==> src/rtl/ctl_port_pkg.sv <==
// Shared widths and the command-word layout for the serial control port.
// Assumes one command per frame: address in the high bits, value in the low bits.
package ctl_port_pkg;
    localparam int AW    = 7;          // address field width
    localparam int DW    = 9;          // register value width
    localparam int FRAME = AW + DW;    // bits per valid frame

    typedef struct packed {
        logic [AW-1:0] addr;
        logic [DW-1:0] data;
    } cmd_t;
endpackage

==> src/rtl/ctl_sync.sv <==
// Multi-stage resynchroniser for a group of asynchronous single-bit inputs.
// Assumes each bit is independent; the group is not treated as a coherent bus.
module ctl_sync #(
    parameter int          W       = 3,
    parameter int          STAGES  = 2,
    parameter logic [W-1:0] RST_VAL = '0
) (
    input  logic         clk,
    input  logic         rst_n,
    input  logic [W-1:0] d,
    output logic [W-1:0] q
);
    logic [W-1:0] stg [STAGES];

    // First stage captures the raw pins.
    always_ff @(posedge clk) begin
        if (!rst_n) stg[0] <= RST_VAL;
        else        stg[0] <= d;
    end

    for (genvar g = 1; g < STAGES; g++) begin : g_stage
        // Each further stage retimes the previous one.
        always_ff @(posedge clk) begin
            if (!rst_n) stg[g] <= RST_VAL;
            else        stg[g] <= stg[g-1];
        end
    end

    assign q = stg[STAGES-1];
endmodule

==> src/rtl/ctl_rx.sv <==
// Frame receiver: detects edges of the resynchronised serial pins, shifts bits
// in on rising shift-clock edges while the frame select is low, and flags a
// complete command when the select rises after exactly FRAME bits.
// Assumes the serial pins are already synchronised to clk and that the pin
// rate is well below clk, so that every pin edge is seen.
module ctl_rx
    import ctl_port_pkg::*;
(
    input  logic clk,
    input  logic rst_n,
    input  logic sclk_s,
    input  logic csb_s,
    input  logic sdin_s,
    output logic sclk_rise,
    output logic cmd_vld,
    output cmd_t cmd
);
    localparam int CNT_MAX = FRAME + 1;
    localparam int CW      = $clog2(CNT_MAX + 1);

    logic             sclk_q, csb_q;
    logic             csb_fall, csb_rise, take_bit;
    logic [FRAME-1:0] shreg;
    logic [CW-1:0]    cnt;

    // Previous pin levels, used for edge detection.
    always_ff @(posedge clk) begin
        if (!rst_n) begin
            sclk_q <= 1'b0;
            csb_q  <= 1'b1;
        end else begin
            sclk_q <= sclk_s;
            csb_q  <= csb_s;
        end
    end

    assign sclk_rise = sclk_s & ~sclk_q;
    assign csb_fall  = csb_q & ~csb_s;
    assign csb_rise  = ~csb_q & csb_s;
    assign take_bit  = sclk_rise & ~csb_s;

    // Shift register; the soft reset deliberately leaves it alone.
    always_ff @(posedge clk) begin
        if (!rst_n)        shreg <= '0;
        else if (take_bit) shreg <= {shreg[FRAME-2:0], sdin_s};
    end

    // Bit counter: cleared at frame start, saturates one past a full frame.
    always_ff @(posedge clk) begin
        if (!rst_n)                               cnt <= '0;
        else if (csb_fall)                        cnt <= '0;
        else if (take_bit && cnt != CW'(CNT_MAX)) cnt <= cnt + 1'b1;
    end

    assign cmd_vld = csb_rise && (cnt == CW'(FRAME));
    assign cmd     = cmd_t'(shreg);
endmodule

==> src/rtl/ctl_regbank.sv <==
// Configuration register bank and soft-reset control. A valid command that
// hits an implemented address stores its value. The all-zero command to the
// reset address clears the bank and raises soft_rst until the next rising
// shift-clock edge.
// Assumes NUM_REGS does not reach RST_ADDR.
module ctl_regbank
    import ctl_port_pkg::*;
#(
    parameter int NUM_REGS = 10,
    parameter int RST_ADDR = 15
) (
    input  logic                   clk,
    input  logic                   rst_n,
    input  logic                   cmd_vld,
    input  cmd_t                   cmd,
    input  logic                   sclk_rise,
    output logic [NUM_REGS*DW-1:0] cfg,
    output logic                   soft_rst
);
    logic srst_cmd;
    logic clr;

    assign srst_cmd = cmd_vld && (cmd.addr == AW'(RST_ADDR)) && (cmd.data == '0);
    assign clr      = srst_cmd || soft_rst;

    // Soft-reset flag: set by the reset command, cleared by the next shift edge.
    always_ff @(posedge clk) begin
        if (!rst_n)         soft_rst <= 1'b0;
        else if (srst_cmd)  soft_rst <= 1'b1;
        else if (sclk_rise) soft_rst <= 1'b0;
    end

    for (genvar g = 0; g < NUM_REGS; g++) begin : g_reg
        logic [DW-1:0] r;

        // One configuration register: cleared by either reset, loaded on an address hit.
        always_ff @(posedge clk) begin
            if (!rst_n || clr)                          r <= '0;
            else if (cmd_vld && cmd.addr == AW'(g))     r <= cmd.data;
        end

        assign cfg[g*DW +: DW] = r;
    end
endmodule

==> src/rtl/ctl_clken.sv <==
// Core clock enable. Produces a continuous enable for a full-rate core, or a
// toggling enable (every other master-clock cycle) when the divide select is 1.
// Assumes div_sel is already in the clk domain.
module ctl_clken (
    input  logic clk,
    input  logic rst_n,
    input  logic soft_rst,
    input  logic div_sel,
    output logic core_en
);
    logic tgl;

    // Toggle flop: runs only while the divide select is set.
    always_ff @(posedge clk) begin
        if (!rst_n || soft_rst) tgl <= 1'b0;
        else if (div_sel)       tgl <= ~tgl;
        else                    tgl <= 1'b0;
    end

    assign core_en = !div_sel || tgl;
endmodule

==> src/rtl/ctl_port.sv <==
// Top of the serial control port: pin resynchronisers, frame receiver,
// register bank with soft reset, and core clock enable.
// Assumes the host's shift clock runs well below clk / 4.
module ctl_port
    import ctl_port_pkg::*;
#(
    parameter int NUM_REGS    = 10,
    parameter int SYNC_STAGES = 2,
    parameter int RST_ADDR    = 15,
    parameter int DIV_ADDR    = 8,
    parameter int DIV_BIT     = 6
) (
    input  logic                   clk,
    input  logic                   rst_n,
    input  logic                   sclk,
    input  logic                   csb,
    input  logic                   sdin,
    output logic [NUM_REGS*DW-1:0] cfg_o,
    output logic                   soft_rst_o,
    output logic                   core_en_o
);
    localparam int DIV_POS = DIV_ADDR * DW + DIV_BIT;

    logic [2:0] pins_s;
    logic       sclk_rise;
    logic       cmd_vld;
    cmd_t       cmd;
    logic       div_sel;

    ctl_sync #(
        .W      (3),
        .STAGES (SYNC_STAGES),
        .RST_VAL(3'b010)
    ) u_sync (
        .clk  (clk),
        .rst_n(rst_n),
        .d    ({sclk, csb, sdin}),
        .q    (pins_s)
    );

    ctl_rx u_rx (
        .clk      (clk),
        .rst_n    (rst_n),
        .sclk_s   (pins_s[2]),
        .csb_s    (pins_s[1]),
        .sdin_s   (pins_s[0]),
        .sclk_rise(sclk_rise),
        .cmd_vld  (cmd_vld),
        .cmd      (cmd)
    );

    ctl_regbank #(
        .NUM_REGS(NUM_REGS),
        .RST_ADDR(RST_ADDR)
    ) u_bank (
        .clk      (clk),
        .rst_n    (rst_n),
        .cmd_vld  (cmd_vld),
        .cmd      (cmd),
        .sclk_rise(sclk_rise),
        .cfg      (cfg_o),
        .soft_rst (soft_rst_o)
    );

    assign div_sel = cfg_o[DIV_POS];

    ctl_clken u_clken (
        .clk     (clk),
        .rst_n   (rst_n),
        .soft_rst(soft_rst_o),
        .div_sel (div_sel),
        .core_en (core_en_o)
    );
endmodule

==> config.mk <==
export PLATFORM = sky130hd
export DESIGN_NAME = ctl_port
export DESIGN_NICKNAME = d
export VERILOG_FILES = /design/src/rtl/ctl_port_pkg.sv /design/src/rtl/ctl_sync.sv /design/src/rtl/ctl_rx.sv /design/src/rtl/ctl_regbank.sv /design/src/rtl/ctl_clken.sv /design/src/rtl/ctl_port.sv
export SDC_FILE = /design/constraint.sdc
export NUM_CORES = 1
export LEC_CHECK = 0
export ABC_AREA = 1
export BUFFER_PORTS_ARGS = -buffer_cell sky130_fd_sc_hd__buf_2
export CAP_MARGIN = 20
export CORE_MARGIN = 5
export CORE_UTILIZATION = 50
export DETAILED_ROUTE_END_ITERATION = 10
export GPL_TIMING_DRIVEN = 0
export PLACE_DENSITY_LB_ADDON = 0.3
export SLEW_MARGIN = 5
export SYNTH_ARGS = -nofsm -noshare
export SYNTH_HDL_FRONTEND = slang
export SYNTH_SLANG_ARGS = --single-unit
export TNS_END_PERCENT = 5
==> constraint.sdc <==
create_clock -name clk -period 4.55 [get_ports clk]
set_clock_uncertainty 0.2 [all_clocks]
set_input_delay 0.2275 -clock clk [delete_from_list [all_inputs] [get_ports clk]]
set_output_delay 0.2275 -clock clk [all_outputs]
set_load 0.05 [all_outputs]
==> impl_metrics.tcl, run 1 <==
set metrics [dict create \
    grt_pass1_vias 4366 \
    ys.flop_type "dfxtp_1" \
    wl_um 13600 \
    tightest_slew_ns 0.750 \
    antennaDiodeCount 0 \
    finalSetupViolations 0 \
    ios 97 \
    cp-start-kind "flop" \
    route.vias.total 4954 \
    peakVddDrop_uv 228 \
    drt-initial-drc-count 494 \
    dr.pass1.iters 5 \
    max_clock_freq_mhz 469 \
    grt_use_met2_pct 35.0 \
    grt_use_total_pct 21.2 \
    synth.area.top_cells "dfxtp_1 (45%), nand2_1 (16%), nand3_1 (9.1%)" \
    place_congestion 0.851 \
    yosys_warnings 0 \
    rr_startpoint "u_rx.cnt[0]" \
    drive_above_1_share_pct 19.3 \
    syn_avg_cell_area_sq_um 6.95 \
    synth_edf_count 0 \
    worst-path-max-fanout 10 \
    synth_cells 768 \
    rows 37 \
    grt_use_met1_pct 27.4 \
    final_net_count 898 \
    yosysUniqueCellTypes 24 \
    worstSetupPathType "flop to flop" \
    cap_violations 0 \
    slew_headroom_pct 50.0 \
    ys_seq_elements 121 \
    hold_depth 2 \
    area_growth_pct 23.2 \
    end_kind "flop" \
    core_sq_um 10400 \
    ys_seq_area_share_pct 45.4 \
    async_flop_share_pct 0 \
    nFillCells 964 \
    rrSetupSlack_ns 2.42 \
    r2r-end "u_bank.g_reg[1].r[8]" \
    finalInstanceArea_sq_um 6570 \
    cts_hold_buf 7 \
    gr-total-overflow 0 \
    dp_cells 1000 \
    p_leak_uw 0.00336 \
    dp_hpwl_um 8950 \
    finalCriticalPeriod_ns 2.13 \
    grt_max_degree 17 \
    h-tree-depth 4 \
    outcome "complete, no violations" \
    synth_common_cells "nand2_1 (221), dfxtp_1 (121), inv_1 (117)" \
    postRouteAntennaNets 0 \
    setup_tns_ns 0 \
    clk_latency_ns 0.52 \
    power.density_nw_per_um2 351 \
    post_cts_resized 0 \
    numCtsBuffers 17 \
    rsz0062_at_grt "no" \
    drc_errors 0 \
    hold_viol_final 0 \
    instances_no_fill 1037 \
    yosys.area.top_type_share_pct 45.4 \
    clock_tree.root_cell "clkbuf_8" \
    cts_sinks 121 \
    via_per_inst 4.78 \
    cts_setup_buffers 0 \
    cts_tree "yes" \
    r2r_cells 10 \
    clockBufferDepth 2 \
    routedWlPerCell_um 13.1 \
    syn-num-nets 776 \
    yosysMostFrequentCell "nand2_1" \
    netlist_area_sq_um 5340 \
    dp_slack_ns 2.45 \
    critPathRequiredTime_ns 4.75 \
    period_share_pct 46.9 \
    dieWidth_um 113 \
    min_delay_worst_endpoint "u_sync.stg[1][2]" \
    cts.reportedPaths.clkPinSlew_ns 0.06 \
    min-delay-start "u_sync.stg[0][2]" \
    antenna_found_initial 0 \
    top_usage_layer "met2" \
    dpl-instance-area_sq_um 5990 \
    io_buffers 96 \
    dieHeight_um 113 \
    grt_util_met3_pct 5.88 \
    drv_slew 0 \
    start_util_pct 51.5 \
    dieArea_sq_um 12800 \
    cp.arrival_ns 2.34 \
    setup_ws_ns 2.42 \
    grt_pass1_wl_um 21700 \
    hold_class "flop to flop" \
    synth.largest_area_cell "dfxtp_1" \
]
routing by layer:
metal / up-vias / part of all wire [%]
met1: 2227 / 45
met3: 19 / 6.6
met5: - / 0
li1: 2573 / -
met4: 0 / 1.2
met2: 135 / 48
worst max-delay path, cell delays in order (launching register included):
cell     delay [ns]
dfxtp_1        0.35
inv_1          0.10
ha_1           0.16
inv_1          0.04
nor2_1         0.10
nand2_2        0.10
nor3_1         0.15
nand2_1        0.09
nand2_1        0.33
buf_2          0.32
nor2_1         0.08
worst max-delay path by stage:
stage                startpoint  slack [ns]              endpoint
finish              u_rx.cnt[0]        2.42  u_bank.g_reg[1].r[8]
CTS                 u_rx.cnt[0]        2.41  u_bank.g_reg[1].r[8]
global placement    u_rx.cnt[0]        2.50  u_bank.g_reg[6].r[2]
global route        u_rx.cnt[1]        2.25  u_bank.g_reg[3].r[2]
detailed placement  u_rx.cnt[0]        2.45  u_bank.g_reg[1].r[8]
floorplan           u_rx.cnt[0]        2.81  u_bank.g_reg[5].r[0]
report_power, final:
part           leakage [uW]  switching [uW]  internal, uW  total, uW
logic               0.00213            36.1          14.6       50.7
clock network      0.000249             462           725       1190
registers          0.000976            2.50          1060       1070
total               0.00336             501          1800       2310
cell usage in the layout, fill, tap and decap left out, types with 2 or more instances in the layout:
cell type / n
a21oi_1: 21
buf_2: 105
buf_4: 2
buf_6: 9
clkbuf_1: 15
clkbuf_16: 16
clkbuf_8: 2
clkinv_2: 5
clkinvlp_4: 3
dfxtp_1: 121
dlygate4sd3_1: 7
ha_1: 3
inv_1: 117
inv_2: 4
nand2_1: 221
nand2_4: 10
nand3_1: 97
nor2_1: 105
nor2_2: 2
nor2_4: 10
nor3_1: 2
o21ai_0: 15
or2_2: 2
flip-flops by register name, indices dropped and copies added (netlist names):
| name | flops |
|---|---|
| u_rx.cnt | 5 |
| u_clken.tgl | 1 |
| u_bank.soft_rst | 1 |
| u_sync.stg | 6 |
| u_rx.cmd | 16 |
| u_bank.g.r | 90 |
| u_rx.csb_q | 1 |
| u_rx.sclk_q | 1 |
logic make-up (layout without fill, tap and decap cells):
kind of cell	Yosys count	in the layout	share of synthesized area, %
AO/OA/AOI/OAI	37	37	3.52
XOR/XNOR	1	1	0.164
adder cells (fa/ha/maj)	3	3	0.703
buffers and inverters	155	288	12.8
flip-flops	121	121	45.4
AND/OR/NAND/NOR	451	451	37.4
area by class of cell:
| type | count | area, sq um | share of cell area, % |
|---|---|---|---|
| tap | 136 | 170 | 2.59 |
| inverter | 121 | 454 | 6.91 |
| buffer | 34 | 230 | 3.50 |
| timing repair buffer | 103 | 551 | 8.37 |
| sequential | 121 | 2420 | 36.8 |
| clock inverter | 9 | 77.6 | 1.18 |
| multi-input combinational | 492 | 2230 | 33.9 |
| clock buffer | 21 | 439 | 6.68 |
metrics by stage:
step	power (uW)	util (%)	hold WS (ns)
floorplan	1120	-	0.125
global placement	1140	57.7	0.193
detailed placement	1140	57.7	0.201
CTS	2320	63.4	0.214
global route	2380	63.4	0.233
finish	2310	63.4	0.210
No activity file was read; power rests on OpenSTA's default activity.
==> run 2: changes to the inputs <==
Settings changed: ABC_AREA 1 to 0.
Clock period 4.55 ns to 2 ns, I/O delays scaled along.
==> impl_metrics.tcl, run 2 <==
set metrics [dict create \
    max_clock_freq_mhz 517 \
    slew_headroom_pct 48.2 \
    p_leak_uw 0.00315 \
    largest_reg_flops 90 \
    cp_cell_sequence "inv_1 > ha_1 > and3b_1 > nand4_1 > o21ai_4 > buf_4 > buf_6 > nor2_1" \
    synth_edf_count 0 \
    worstSetupPathType "flop to flop" \
    synth_common_cells "dfxtp_1 (121), nor2_1 (95), mux2i_1 (91)" \
    syn-num-nets 466 \
    cts_sinks 121 \
    tightest_slew_ns 0.777 \
    slowest_stage "dfxtp_1" \
    io_buffers 96 \
    worst-path-max-fanout 10 \
    power.density_nw_per_um2 947 \
    area_growth_pct 29.7 \
    via_per_inst 5.17 \
    cp_num_cells 8 \
    gr-total-overflow 0 \
    power.share.clock_pct 55.8 \
    ios 97 \
    drv_slew 0 \
    routedWlPerCell_um 16.3 \
    yosysMostFrequentCell "dfxtp_1" \
    internal_power_uw 4580 \
    nFillCells 714 \
    min-delay-start "sdin" \
    layout_commonest_cell "dfxtp_1" \
    ys.flop_type "dfxtp_1" \
    dieHeight_um 106 \
    route.vias.total 3638 \
    postRouteAntennaNets 0 \
    rsz0062_at_grt "yes" \
    cts_tree "yes" \
    r2r_cells 8 \
    drc_errors 0 \
    crit_end "u_bank.g_reg[7].r[7]" \
    final_net_count 588 \
    yosysUniqueCellTypes 31 \
    rrSetupSlack_ns 0.06 \
    holdWs_ns 0.135 \
    antennaDiodeCount 0 \
    rr_startpoint "u_rx.cnt[1]" \
    grt_pass1_vias 3581 \
    cp.arrival_ns 2.13 \
    cp-start-kind "flop" \
    p_comb_share_pct 1.7 \
    outcome "complete, no violations" \
    netlist_area_sq_um 4640 \
    drt-initial-drc-count 142 \
    grt_pass1_wl_um 18100 \
    end_kind "flop" \
    hold_viol_final 0 \
    critPathBufInv 3 \
    dr.pass1.iters 4 \
    wl_um 11400 \
    yosys.area.top_type_share_pct 52.2 \
    synth_cells 458 \
    peakVddDrop_uv 517 \
    rows 35 \
    max_stage_delay_ns 0.34 \
    clockBufferDepth 2 \
    core_sq_um 9150 \
    ys_seq_area_share_pct 52.2 \
    dpl-instance-area_sq_um 5260 \
    place_congestion 0.820 \
    sw_frac_of_total_pct 19.6 \
    cp_top_family "simple AND/OR/NAND/NOR gates" \
    finalSetupViolations 0 \
    drive_above_1_share_pct 27.7 \
    clk_latency_ns 0.50 \
    start_util_pct 50.7 \
    synth.largest_area_cell "dfxtp_1" \
    clock_tree.root_cell "clkbuf_8" \
    cap_violations 0 \
    cts.reportedPaths.clkPinSlew_ns 0.06 \
    period_share_pct 96.8 \
    h-tree-depth 4 \
    p_switching_uw 1120 \
    r2r-end "u_bank.g_reg[7].r[7]" \
    mostFrequentLayoutCells "dfxtp_1 (120), buf_2 (103), nor2_1 (95), mux2i_1 (90), nand2_1 (32)" \
    synth.area.top_cells "dfxtp_1 (52%), mux2i_1 (20%), nor2_1 (7.7%)" \
    numCtsBuffers 17 \
    hold_class "input port to flop" \
    grt_use_total_pct 20.4 \
    critPathRequiredTime_ns 2.19 \
    dieArea_sq_um 11300 \
    dp_hpwl_um 7480 \
    yosys_warnings 0 \
    finalCriticalPeriod_ns 1.94 \
    antenna_found_initial 0 \
    async_flop_share_pct 0 \
    top_register "u_bank.g.r" \
    syn_avg_cell_area_sq_um 10.1 \
    crit_path_start "u_rx.cnt[1]" \
    finalInstanceArea_sq_um 6020 \
    grt_max_degree 17 \
    p_seq_share_pct 42.5 \
    ys_seq_elements 121 \
    dieWidth_um 106 \
]
## run 2: cell count changes in the layout (fill, tap and decap cells not counted), moves of 12 or more
| cell | delta |
|---|---|
| mux2i_1 | +90 |
| nand2_1 | -189 |
| inv_1 | -112 |
| nand3_1 | -96 |
| a21boi_0 | +16 |
| a21oi_1 | -20 |
| o21ai_0 | -12 |
| nand4_1 | +12 |
## run 2: worst reg2reg max path, stage by stage, from the launching register on
cell and delay [ns]:
dfxtp_1 0.34, inv_1 0.08, ha_1 0.13, and3b_1 0.23, nand4_1 0.21, o21ai_4 0.22
buf_4 0.20, buf_6 0.15, nor2_1 0.06
## run 2: routing by layer
metal | global-route usage [%] | wire (um)
met1 | 25.5 | 4920
met2 | 34.2 | 5590
met3 | 5.83 | 781
met4 | 6.20 | 152
met5 | 0 | 0
## run 2: timing repair
| item | 4_1_cts | 5_1_grt |
|---|---|---|
| endpoints found under the hold margin | 25 | 0 |
| hold buffers | 5 | 0 |
| endpoints found under the setup margin | 90 | 96 |
| resized for setup | 9 | 9 |
| setup buffers | 2 | 0 |
| pin swaps | 1 | 1 |
## run 2: worst min-delay path by stage
stage / depth (start not counted) / to / slack, ns
2_1_floorplan: 1 / u_sync.stg[1][1] / -0.03
3_5_place_dp: 2 / u_sync.stg[0][1] / 0.09
3_3_place_gp: 2 / u_sync.stg[0][1] / 0.08
6_report: 3 / u_sync.stg[0][0] / 0.13
5_1_grt: 3 / u_sync.stg[0][0] / 0.16
4_1_cts: 3 / u_sync.stg[0][0] / 0.12
## run 2: final cells by class
| type | instances | area (sq um) | share of cell area [%] |
|---|---|---|---|
| clock inverters | 11 | 169 | 2.80 |
| inverters | 5 | 18.8 | 0.312 |
| flip-flops and latches | 121 | 2420 | 40.2 |
| well taps | 111 | 139 | 2.31 |
| repair buffers | 103 | 558 | 9.27 |
| clock buffers | 21 | 459 | 7.63 |
| multi-input cells | 291 | 1970 | 32.7 |
| plain buffers | 41 | 283 | 4.70 |
## run 2: kinds of logic (layout without fill, tap and decap cells)
group | after synthesis | count (layout) | share of synthesized area [%]
compound gates | 22 | 22 | 3.64
mux | 91 | 91 | 19.6
fa+ha+maj | 3 | 3 | 0.808
simple gates | 171 | 171 | 17.3
buf+inv | 46 | 181 | 5.71
flops | 121 | 121 | 52.2
xor+xnor | 4 | 4 | 0.754
## run 2: power groups by stage
stage          clock network, uW  logic (uW)  registers, uW
6_report                    3180        95.8           2420
5_1_grt                     3340         104           2420
4_1_cts                     3210        95.0           2420
3_5_place_dp                   0        80.3           2470
3_3_place_gp                   0        78.6           2470
2_1_floorplan                  0        59.1           2470
## run 2: per-stage QoR
stage               worst slack, ns  setup TNS (ns)  std cells  util (%)  total power, uW
finish                       0.0647               0        704      65.8             5700
global route                -0.0326         -0.0479        704      65.8             5860
CTS                         0.00353               0        704      65.5             5720
detailed placement          -0.0702           -1.15        665      57.5             2550
global placement            -0.0229          -0.223        665      57.5             2550
floorplan                     0.204               0        458         -             2530
==> run 3: changes to the inputs <==
Settings changed: REMOVE_ABC_BUFFERS set to 1, SYNTH_HIERARCHICAL set to 1.
==> impl_metrics.tcl, run 3 <==
set metrics [dict create \
    synth_edf_count 0 \
    rsz0062_at_grt "yes" \
    drc_errors 0 \
    clk_latency_ns 0.51 \
    area_growth_pct 33.8 \
    dieHeight_um 105 \
    grt_pass1_vias 3590 \
    antennaDiodeCount 0 \
    cts_tree "yes" \
    power.density_nw_per_um2 933 \
    max_clock_freq_mhz 403 \
    yosysMostFrequentCell "dfxtp_1" \
    drt-initial-drc-count 290 \
    hold_depth 1 \
    hold_viol_final 0 \
    clockBufferDepth 2 \
    grt_use_total_pct 21.5 \
    mostFrequentLayoutCells "dfxtp_1 (119), buf_2 (96), mux2i_1 (91), nor2_1 (87), nand2_1 (32)" \
    outcome "finished, violations left" \
    holdWs_ns 0.205 \
    period_share_pct 124 \
    cts.reportedPaths.clkPinSlew_ns 0.05 \
    worst-path-max-fanout 7 \
    r2r_cells 12 \
    largest_reg_flops 90 \
    cp_cell_sequence "inv_2 > ha_4 > nand3b_1 > nor4b_2 > nor4b_4 > nand4_1 > buf_6 > o211ai_4 > buf_12 > buf_4 > buf_12 > nor2_1" \
    dr.pass1.iters 5 \
    ios 97 \
    yosysUniqueCellTypes 35 \
    grt_max_degree 37 \
    synth_common_cells "dfxtp_1 (121), nor2_1 (92), mux2i_1 (91)" \
    hold_class "flop to flop" \
    dieArea_sq_um 11100 \
    dieWidth_um 105 \
    core_sq_um 8810 \
    syn_avg_cell_area_sq_um 10.1 \
    netlist_area_sq_um 4560 \
    end_kind "flop" \
    yosys.area.top_type_share_pct 53.2 \
    tightest_slew_ns 0.707 \
    place_congestion 0.783 \
    cts_sinks 121 \
    worstSetupPathType "flop to flop" \
    slowest_stage "nor4b_4" \
    ys_seq_area_share_pct 53.2 \
    numCtsBuffers 17 \
    drive_above_1_share_pct 30.5 \
    synth.largest_area_cell "dfxtp_1" \
    h-tree-depth 4 \
    rows 34 \
    synth_cells 449 \
    max_stage_delay_ns 0.33 \
    grt_pass1_wl_um 18900 \
    ys.flop_type "dfxtp_1" \
    p_leak_uw 0.00307 \
    top_register "u_bank/g.r" \
    path_common_cell "buf_12" \
    dp_slack_ns -1.38 \
    finalSetupViolations 91 \
    antenna_found_initial 0 \
    ys_seq_elements 121 \
    total_power_uw 5690 \
    finalCriticalPeriod_ns 2.48 \
    peakVddDrop_uv 560 \
    route.vias.total 3656 \
    gr-total-overflow 0 \
    routedWlPerCell_um 17.8 \
    violations "negative setup slack" \
    via_per_inst 5.38 \
    layout_commonest_cell "dfxtp_1" \
    wl_um 12100 \
    clock_tree.root_cell "clkbuf_8" \
    drv_slew 0 \
    io_buffers 96 \
    yosys_warnings 6 \
    cap_violations 0 \
    cp.arrival_ns 2.67 \
    synth.area.top_cells "dfxtp_1 (53%), mux2i_1 (20%), nor2_1 (7.6%)" \
    postRouteAntennaNets 0 \
    dp_hpwl_um 6620 \
    critPathRequiredTime_ns 2.19 \
    final_net_count 566 \
    cp-start-kind "flop" \
    start_util_pct 51.7 \
    slew_headroom_pct 52.8 \
    async_flop_share_pct 0 \
    setup_ws_ns -0.479 \
]
[run 3: cell types whose count changed after synthesis, moves of 5 or more]
cell      previous run  this run
nand4_1             12         2
nor4bb_1             5         0
a21boi_1             0        12
buf_6                8         2
nand3_1              1         9
a21boi_0            16         5
[run 3: critical path: cells and delay by family (launching register included)]
kind,cells,cell delay [ns]
buf+inv,5,0.63
flops,1,0.32
simple gates,5,0.91
compound gates,1,0.19
fa+ha+maj,1,0.12
[run 3: area by class of cell]
| class | count | area, sq um |
|---|---|---|
| fillers | 652 | 2710 |
| repair buffers | 123 | 822 |
| flip-flops and latches | 121 | 2420 |
| multi-input cells | 291 | 2080 |
| well taps | 108 | 135 |
| inverters | 4 | 15.0 |
| clock buffers | 20 | 445 |
| clock inverters | 12 | 173 |
[run 3: final timing paths]
kind,start,slack (ns),end
hold / removal,u_sync/stg[0][1],0.21,u_sync/stg[1][1]
setup / recovery,u_rx/cnt[0],-0.48,u_bank/g_reg[3].r[4]
setup reg to reg,u_rx/cnt[0],-0.48,u_bank/g_reg[3].r[4]
hold reg to reg,u_sync/stg[0][1],0.21,u_sync/stg[1][1]
[run 3: kinds of logic after synthesis]
| group | after synthesis | share of synthesized area, % |
|---|---|---|
| simple gates | 168 | 17.2 |
| flops | 121 | 53.2 |
| mux | 91 | 20.0 |
| buf+inv | 40 | 4.34 |
| compound gates | 26 | 4.48 |
| fa+ha+maj | 3 | 0.824 |
[run 3: what timing repair did]
item / 4_1_cts / 5_1_grt
resized for setup: 21 / 11
gates cloned: 6 / 0
endpoints found under the setup margin: 94 / 91
setup buffers: 13 / 1
hold buffers: 7 / 0
endpoints found under the hold margin: 29 / 0
pin swaps: 29 / 5
[run 3: stage by stage]
step	TNS, ns	instances	utilization [%]	instance area (sq um)
after floorplan	-170.27	413	-	4370
after global placement	-288.02	617	56.6	4990
after detailed placement	-118.98	619	57.3	5040
after CTS	-27.76	677	68.5	6040
after global routing	-47.85	679	69.2	6090
final	-39.49	679	69.2	6090
[run 3: where the power goes]
part / switching (uW) / internal (uW)
combinational: 60.8 / 62.7
sequential: 3.46 / 2420
clock: 1060 / 2080
total: 1120 / 4560
[run 3: layer usage]
metal,track usage [%],share of wire [%]
met5,0,0
met4,7.97,1.4
met3,7.27,7.4
met2,35.8,50
met1,25.8,41
